### config.mk
export PLATFORM = sky130hd
export DESIGN_NAME = nand_ecc_gen
export DESIGN_NICKNAME = d
export VERILOG_FILES = /design/src/rtl/nand_ecc_pkg.sv /design/src/rtl/nand_ecc_term.sv /design/src/rtl/nand_ecc_ctrl.sv /design/src/rtl/nand_ecc_acc.sv /design/src/rtl/nand_ecc_gen.sv
export SDC_FILE = /design/constraint.sdc
export NUM_CORES = 1
export LEC_CHECK = 0
export BUFFER_PORTS_ARGS = -buffer_cell sky130_fd_sc_hd__buf_2
export CORE_MARGIN = 2
export CORE_UTILIZATION = 50
export CTS_CLUSTER_SIZE = 12
export DETAILED_ROUTE_END_ITERATION = 16
export GPL_ROUTABILITY_DRIVEN = 1
export GPL_TIMING_DRIVEN = 0
export PLACE_DENSITY = 0.76
export SLEW_MARGIN = 20
export SYNTH_ARGS = -nofsm -noshare
export SYNTH_HDL_FRONTEND = slang
export SYNTH_HIERARCHICAL = 1
export SYNTH_SLANG_ARGS = --single-unit
### constraint.sdc
create_clock -name clk_i -period 1.4 [get_ports clk_i]
set_input_delay 0.07 -clock clk_i [delete_from_list [all_inputs] [get_ports clk_i]]
set_output_delay 0.07 -clock clk_i [all_outputs]
set_load 0.05 [all_outputs]
### src/rtl/nand_ecc_pkg.sv
package nand_ecc_pkg;
  localparam int unsigned BYTE_W    = 8;
  localparam int unsigned IDX_W     = 8;
  localparam int unsigned BIT_AW    = $clog2(BYTE_W);
  localparam int unsigned ECC_W     = IDX_W + BIT_AW;
  localparam int unsigned NUM_BANKS = 2;
endpackage

### src/rtl/nand_ecc_term.sv
// Parity contribution of one byte; BYTE_W must be a power of two.
module nand_ecc_term #(
  parameter int unsigned BYTE_W = nand_ecc_pkg::BYTE_W,
  parameter int unsigned IDX_W  = nand_ecc_pkg::IDX_W,
  localparam int unsigned BIT_AW = $clog2(BYTE_W),
  localparam int unsigned ECC_W  = IDX_W + BIT_AW
) (
  input  logic [IDX_W-1:0]  idx_i,
  input  logic [BYTE_W-1:0] data_i,
  output logic [ECC_W-1:0]  set_o,
  output logic [ECC_W-1:0]  clr_o
);
  logic par;
  assign par = ^data_i;

  for (genvar gk = 0; gk < BIT_AW; gk++) begin : g_bitpos
    logic [BYTE_W-1:0] mask;
    for (genvar gb = 0; gb < BYTE_W; gb++) begin : g_mask
      assign mask[gb] = ((gb >> gk) & 1) == 1;
    end
    assign set_o[gk] = ^(data_i & mask);
    assign clr_o[gk] = ^(data_i & ~mask);
  end

  for (genvar gj = 0; gj < IDX_W; gj++) begin : g_idx
    assign set_o[BIT_AW+gj] = idx_i[gj] & par;
    assign clr_o[BIT_AW+gj] = ~idx_i[gj] & par;
  end
endmodule

### src/rtl/nand_ecc_ctrl.sv
module nand_ecc_ctrl #(
  parameter int unsigned IDX_W = nand_ecc_pkg::IDX_W
) (
  input  logic             clk_i,
  input  logic             rst_ni,
  input  logic             clr_i,
  input  logic             valid_i,
  input  logic             mode512_i,
  output logic             acc_o,
  output logic [IDX_W-1:0] idx_o,
  output logic             bank_o,
  output logic             done_o
);
  logic [IDX_W:0] cnt_q;
  logic           last;

  assign acc_o  = valid_i & ~done_o & ~clr_i;
  assign last   = mode512_i ? (&cnt_q) : (&cnt_q[IDX_W-1:0]);
  assign idx_o  = cnt_q[IDX_W-1:0];
  assign bank_o = mode512_i & cnt_q[IDX_W];

  always_ff @(posedge clk_i or negedge rst_ni) begin
    if (!rst_ni) begin
      cnt_q  <= '0;
      done_o <= 1'b0;
    end else if (clr_i) begin
      cnt_q  <= '0;
      done_o <= 1'b0;
    end else if (acc_o) begin
      cnt_q <= cnt_q + 1'b1;
      if (last) done_o <= 1'b1;
    end
  end


  done_hold_chk: assert property (@(posedge clk_i) disable iff (!rst_ni)
    done_o && !clr_i |=> done_o);

  done_rise_chk: assert property (@(posedge clk_i) disable iff (!rst_ni)
    $rose(done_o) |-> $past(valid_i) && !$past(clr_i));

  clr_done_chk: assert property (@(posedge clk_i) disable iff (!rst_ni)
    clr_i |=> !done_o && idx_o == '0);
endmodule

### src/rtl/nand_ecc_acc.sv
module nand_ecc_acc #(
  parameter int unsigned ECC_W = nand_ecc_pkg::ECC_W
) (
  input  logic             clk_i,
  input  logic             rst_ni,
  input  logic             clr_i,
  input  logic             en_i,
  input  logic [ECC_W-1:0] set_term_i,
  input  logic [ECC_W-1:0] clr_term_i,
  output logic [ECC_W-1:0] set_o,
  output logic [ECC_W-1:0] clr_o
);
  always_ff @(posedge clk_i or negedge rst_ni) begin
    if (!rst_ni) begin
      set_o <= '0;
      clr_o <= '0;
    end else if (clr_i) begin
      set_o <= '0;
      clr_o <= '0;
    end else if (en_i) begin
      set_o <= set_o ^ set_term_i;
      clr_o <= clr_o ^ clr_term_i;
    end
  end


  clr_zero_chk: assert property (@(posedge clk_i) disable iff (!rst_ni)
    clr_i |=> set_o == '0 && clr_o == '0);

  hold_chk: assert property (@(posedge clk_i) disable iff (!rst_ni)
    !en_i && !clr_i |=> $stable(set_o) && $stable(clr_o));
endmodule

### src/rtl/nand_ecc_gen.sv
module nand_ecc_gen #(
  parameter int unsigned BYTE_W = nand_ecc_pkg::BYTE_W,
  parameter int unsigned IDX_W  = nand_ecc_pkg::IDX_W,
  localparam int unsigned ECC_W = IDX_W + $clog2(BYTE_W),
  localparam int unsigned NB    = nand_ecc_pkg::NUM_BANKS
) (
  input  logic              clk_i,
  input  logic              rst_ni,
  input  logic              clr_i,
  input  logic              mode512_i,
  input  logic              valid_i,
  input  logic [BYTE_W-1:0] data_i,
  output logic [ECC_W-1:0]  ecc0_o,
  output logic [ECC_W-1:0]  ecc1_o,
  output logic [ECC_W-1:0]  ecc2_o,
  output logic [ECC_W-1:0]  ecc3_o,
  output logic              done_o
);
  logic             acc;
  logic             bank;
  logic [IDX_W-1:0] idx;
  logic [ECC_W-1:0] set_term, clr_term;
  logic [ECC_W-1:0] bank_set [NB];
  logic [ECC_W-1:0] bank_clr [NB];

  nand_ecc_ctrl #(.IDX_W(IDX_W)) ctrl_i (
    .clk_i, .rst_ni, .clr_i, .valid_i, .mode512_i,
    .acc_o(acc), .idx_o(idx), .bank_o(bank), .done_o
  );

  nand_ecc_term #(.BYTE_W(BYTE_W), .IDX_W(IDX_W)) term_i (
    .idx_i(idx), .data_i, .set_o(set_term), .clr_o(clr_term)
  );

  for (genvar gi = 0; gi < NB; gi++) begin : g_bank
    logic en;
    assign en = acc & (bank == (gi != 0));
    nand_ecc_acc #(.ECC_W(ECC_W)) acc_i (
      .clk_i, .rst_ni, .clr_i, .en_i(en),
      .set_term_i(set_term), .clr_term_i(clr_term),
      .set_o(bank_set[gi]), .clr_o(bank_clr[gi])
    );
  end

  assign ecc0_o = bank_set[0];
  assign ecc1_o = bank_clr[0];
  assign ecc2_o = bank_set[1];
  assign ecc3_o = bank_clr[1];

  // the two sets stay complementary: an odd byte flips every bit of their XOR
  compl_chk: assert property (@(posedge clk_i) disable iff (!rst_ni)
    valid_i && !done_o && !clr_i && (^data_i) && !bank |=>
      (ecc0_o ^ ecc1_o) == ($past(ecc0_o ^ ecc1_o) ^ {ECC_W{1'b1}}));

  upper_idle_chk: assert property (@(posedge clk_i) disable iff (!rst_ni)
    !mode512_i && !clr_i |=> $stable(ecc2_o) && $stable(ecc3_o));

  ignore_chk: assert property (@(posedge clk_i) disable iff (!rst_ni)
    done_o && !clr_i |=> $stable(ecc0_o) && $stable(ecc2_o));
endmodule

==> impl_summary.txt <==
----------------------------------------------------
[Placement]
  Count of buffers inserted at the top-level ports ... 57
  Post-Place Setup Slack ... -346 ps
  Dpl cell area ... 3590 sq um
  Gp weighted congestion ... 0.769
  Post-detail-place hpwl ... 4.99 mm

[Floorplanning]
  Horiz. Die Dim ... 83.8 um
  FP Rows ... 29
  Placeable core region ... 6240 sq um
  Starting density of the core ... 51.0%
  Die footprint ... 7010 sq um
  Die height ... 83.8 um
  Ports placed on the boundary ... 58

[Power and ir drop]
  P_leak ... 1.80 nW
  Total power ... 3.66 mW
  VDD IR-drop max ... 0.571 mV
  Pwr/cell area ... 931 nW/um^2

[STA]
  Headroom to the max-slew limit ... 53.2%
  Final worst clock skew ... 9.02 ps
  Number of setup violations in the final report ... 32
  Maximum operating frequency ... 692 MHz
  Slack of the critical path ... -44.9 ps
  Pins Over Slew Limit ... 0
  Final Hold Violating Endpoints ... 0
  RSZ-0062 raised after global routing ... yes
  Worst Tran Pin Value ... 702 ps
  Share of the cycle needed by the critical path after routing ... 103%
  Worst hold-check slack ... 52.0 ps
  Final worst path period need ... 1440 ps

[Final layout]
  Final standard cell utilization of the core ... 63.1%
  Design area ... 3940 sq um
  Fraction of final layout cells sized beyond drive strength 1 ... 44.2%
  Number of antenna diodes ... 0
  Leading cell types in the layout, fill and taps excluded ... 60 x sky130_fd_sc_hd__buf_2, 51 x sky130_fd_sc_hd__dfrtp_1, 45 x sky130_fd_sc_hd__nand3b_1, 36 x sky130_fd_sc_hd__a21bo_1, 32 x sky130_fd_sc_hd__a21oi_2
  Layout-stage area growth over the synthesis result ... 23.8%
  Final layout net count ... 383
  Most common library cell in the layout ignoring fill and taps ... sky130_fd_sc_hd__buf_2

[Setup path]
  Critical path capture point type ... register
  Required arrival time at the worst endpoint ... 1640 ps
  CP max FO ... 6
  Type of the setup path with the least slack ... register to register
  Startpoint type of the worst setup path ... register
  CP Data Arrival Time ... 1680 ps

[Yosys]
  Fraction of synthesized cell area taken by the top area cell type ... 42.5%
  Warnings, synthesis ... 6
  Number of distinct library cells after synthesis ... 33
  Leading post-synthesis cells by cell area ... sky130_fd_sc_hd__dfrtp_1 42%, sky130_fd_sc_hd__a21bo_1 11%, sky130_fd_sc_hd__nand3b_1 11%, sky130_fd_sc_hd__a21oi_2 8.3%, sky130_fd_sc_hd__a21oi_1 3.0%
  Sequential cell area fraction in the yosys report ... 42.5%
  Register bit count reported by yosys ... 54
  Post-synthesis instance area ... 3180 sq um
  Synth Area per Inst ... 11.1 sq um
  Number of instances in the synthesized netlist ... 286
  Synthesized Nets ... 301
  Cell taking the most area after synthesis ... sky130_fd_sc_hd__dfrtp_1

[Routing]
  Overall via count from detail_route ... 2455
  Routed wire per std cell ... 16.8 um
  Number of vias per cell ... 5.50
  Drt pass-1 iters ... 4
  Remaining design rule violation count ... 0
  Antenna Violating Nets Remaining ... 0
  DRT iter0 DRCs ... 104
  Detailed Route WL ... 7.48 mm

[GRT]
  Initial antenna violation count ... 0
  Pin count of the biggest net entering global routing ... 55
  Vias in the first global route ... 2435
  First-pass GRT wire length ... 11.9 mm
  Overall routing resource usage ... 21.0%
  Grt ovf ... 0

[Clock network]
  Clock network latency to the later pin of the worst-skew pair ... 310 ps
  Number of clock sinks ... 54
  CTS tree ... yes
  Reg clk slew, reported paths ... 100 ps
  Clock buffer depth ... 2
  Number of buffers created by CTS ... 5
  Clock H-tree levels ... 2
  CTS root buffer ... sky130_fd_sc_hd__clkbuf_8

[Job]
  Max-cap violation count ... 0

[Status]
  Violations in the final reports ... negative setup slack
  Run status ... finished with violations

[Worst hold path]
  Worst hold path type ... primary input to register

----------------------------------------------------
cells by family after synthesis:
kind of cell | Yosys count | synth area share, %
adders and majority gates | 2 | 0.787
AOI/OAI and AO/OA | 100 | 26.7
muxes | 2 | 0.629
DFF | 54 | 42.5
xor gates and xnor gates | 18 | 5.90
and+or+nand+nor | 83 | 17.1
buffers and inverters | 27 | 6.41
critical path: stages (launching register included):
cell                       delay (ps)
sky130_fd_sc_hd__dfrtp_2          410
sky130_fd_sc_hd__nand2b_4         160
sky130_fd_sc_hd__buf_4            160
sky130_fd_sc_hd__or4_4            520
sky130_fd_sc_hd__a21oi_1          130
power by group:
| group | leakage, nW | internal, mW | switching, mW |
|---|---|---|---|
| Sequential | 0.743 | 1.61 | 0.0356 |
| Clock | 0.0514 | 0.534 | 0.519 |
| Combinational | 1.01 | 0.339 | 0.628 |
synth_stat cells, drive strengths merged:
library cell   n
xnor2         12
o21ai          3
inv            3
dfrtp         54
a21bo         44
o311a          1
ha             2
nand2b         2
nor2          14
and2b          1
nand3b        45
a21oi         49
nand3          3
and2          10
a21o           1
nand4b         1
or3            3
buf           23
mux2i          2
nand4          1
nand2          1
clkbuf         1
or4            2
o31ai          2
xor2           6
stage by stage:
stage | setup TNS [ps] | cells
2_1_floorplan | -9750 | 286
3_3_place_gp | -10040 | 420
3_5_place_dp | -11190 | 420
4_1_cts | -428 | 438
5_1_grt | -3570 | 446
6_report | -434 | 446
registers in the layout, indices dropped and copies added, names as in the netlist:
name	flops
g_bank.acc_i/set_o	22
ctrl_i/cnt_q	9
g_bank.acc_i/clr_o	22
ctrl_i/done_o	1
area by class of cell:
class / instances / area (sq um)
clock buffers: 6 / 72.6
clock inverters: 2 / 37.5
repair buffers: 77 / 482
fillers: 518 / 2300
flip-flops and latches: 54 / 1360
plain buffers: 21 / 196
inverters: 3 / 11.3
multi-input cells: 206 / 1690
well taps: 77 / 96.3
per-layer routing:
metal	global-route usage, %	vias to the layer above	part of all wire (%)
met1	28.4	1230	46
met2	34.9	45	50
met4	5.28	0	0.82
met3	3.86	5	3.8
li1	-	1175	-
met5	0	-	0
final timing paths:
kind                                           from                  endpoint  slack (ps)  cells after the start
max                                   ctrl_i/done_o           ctrl_i/cnt_q[7]         -40                      4
min reg2reg                g_bank[1].acc_i/set_o[5]  g_bank[1].acc_i/set_o[5]         560                      2
max in group asynchronous                    rst_ni           ctrl_i/cnt_q[4]         550                      2
min                                           clr_i  g_bank[0].acc_i/set_o[5]          50                      2
max reg2reg                           ctrl_i/done_o           ctrl_i/cnt_q[7]         -40                      4
min in group asynchronous                    rst_ni           ctrl_i/cnt_q[8]         350                      2
timing repair:
| action | CTS | global route |
|---|---|---|
| setup endpoints to repair | 48 | 50 |
| hold buffers | 1 | 0 |
| cloned | 1 | 2 |
| resized for setup | 11 | 11 |
| pin swaps | 7 | 5 |
| setup buffers | 10 | 7 |
| hold endpoints to repair | 54 | 0 |
Power figures use the tool's default switching activity.
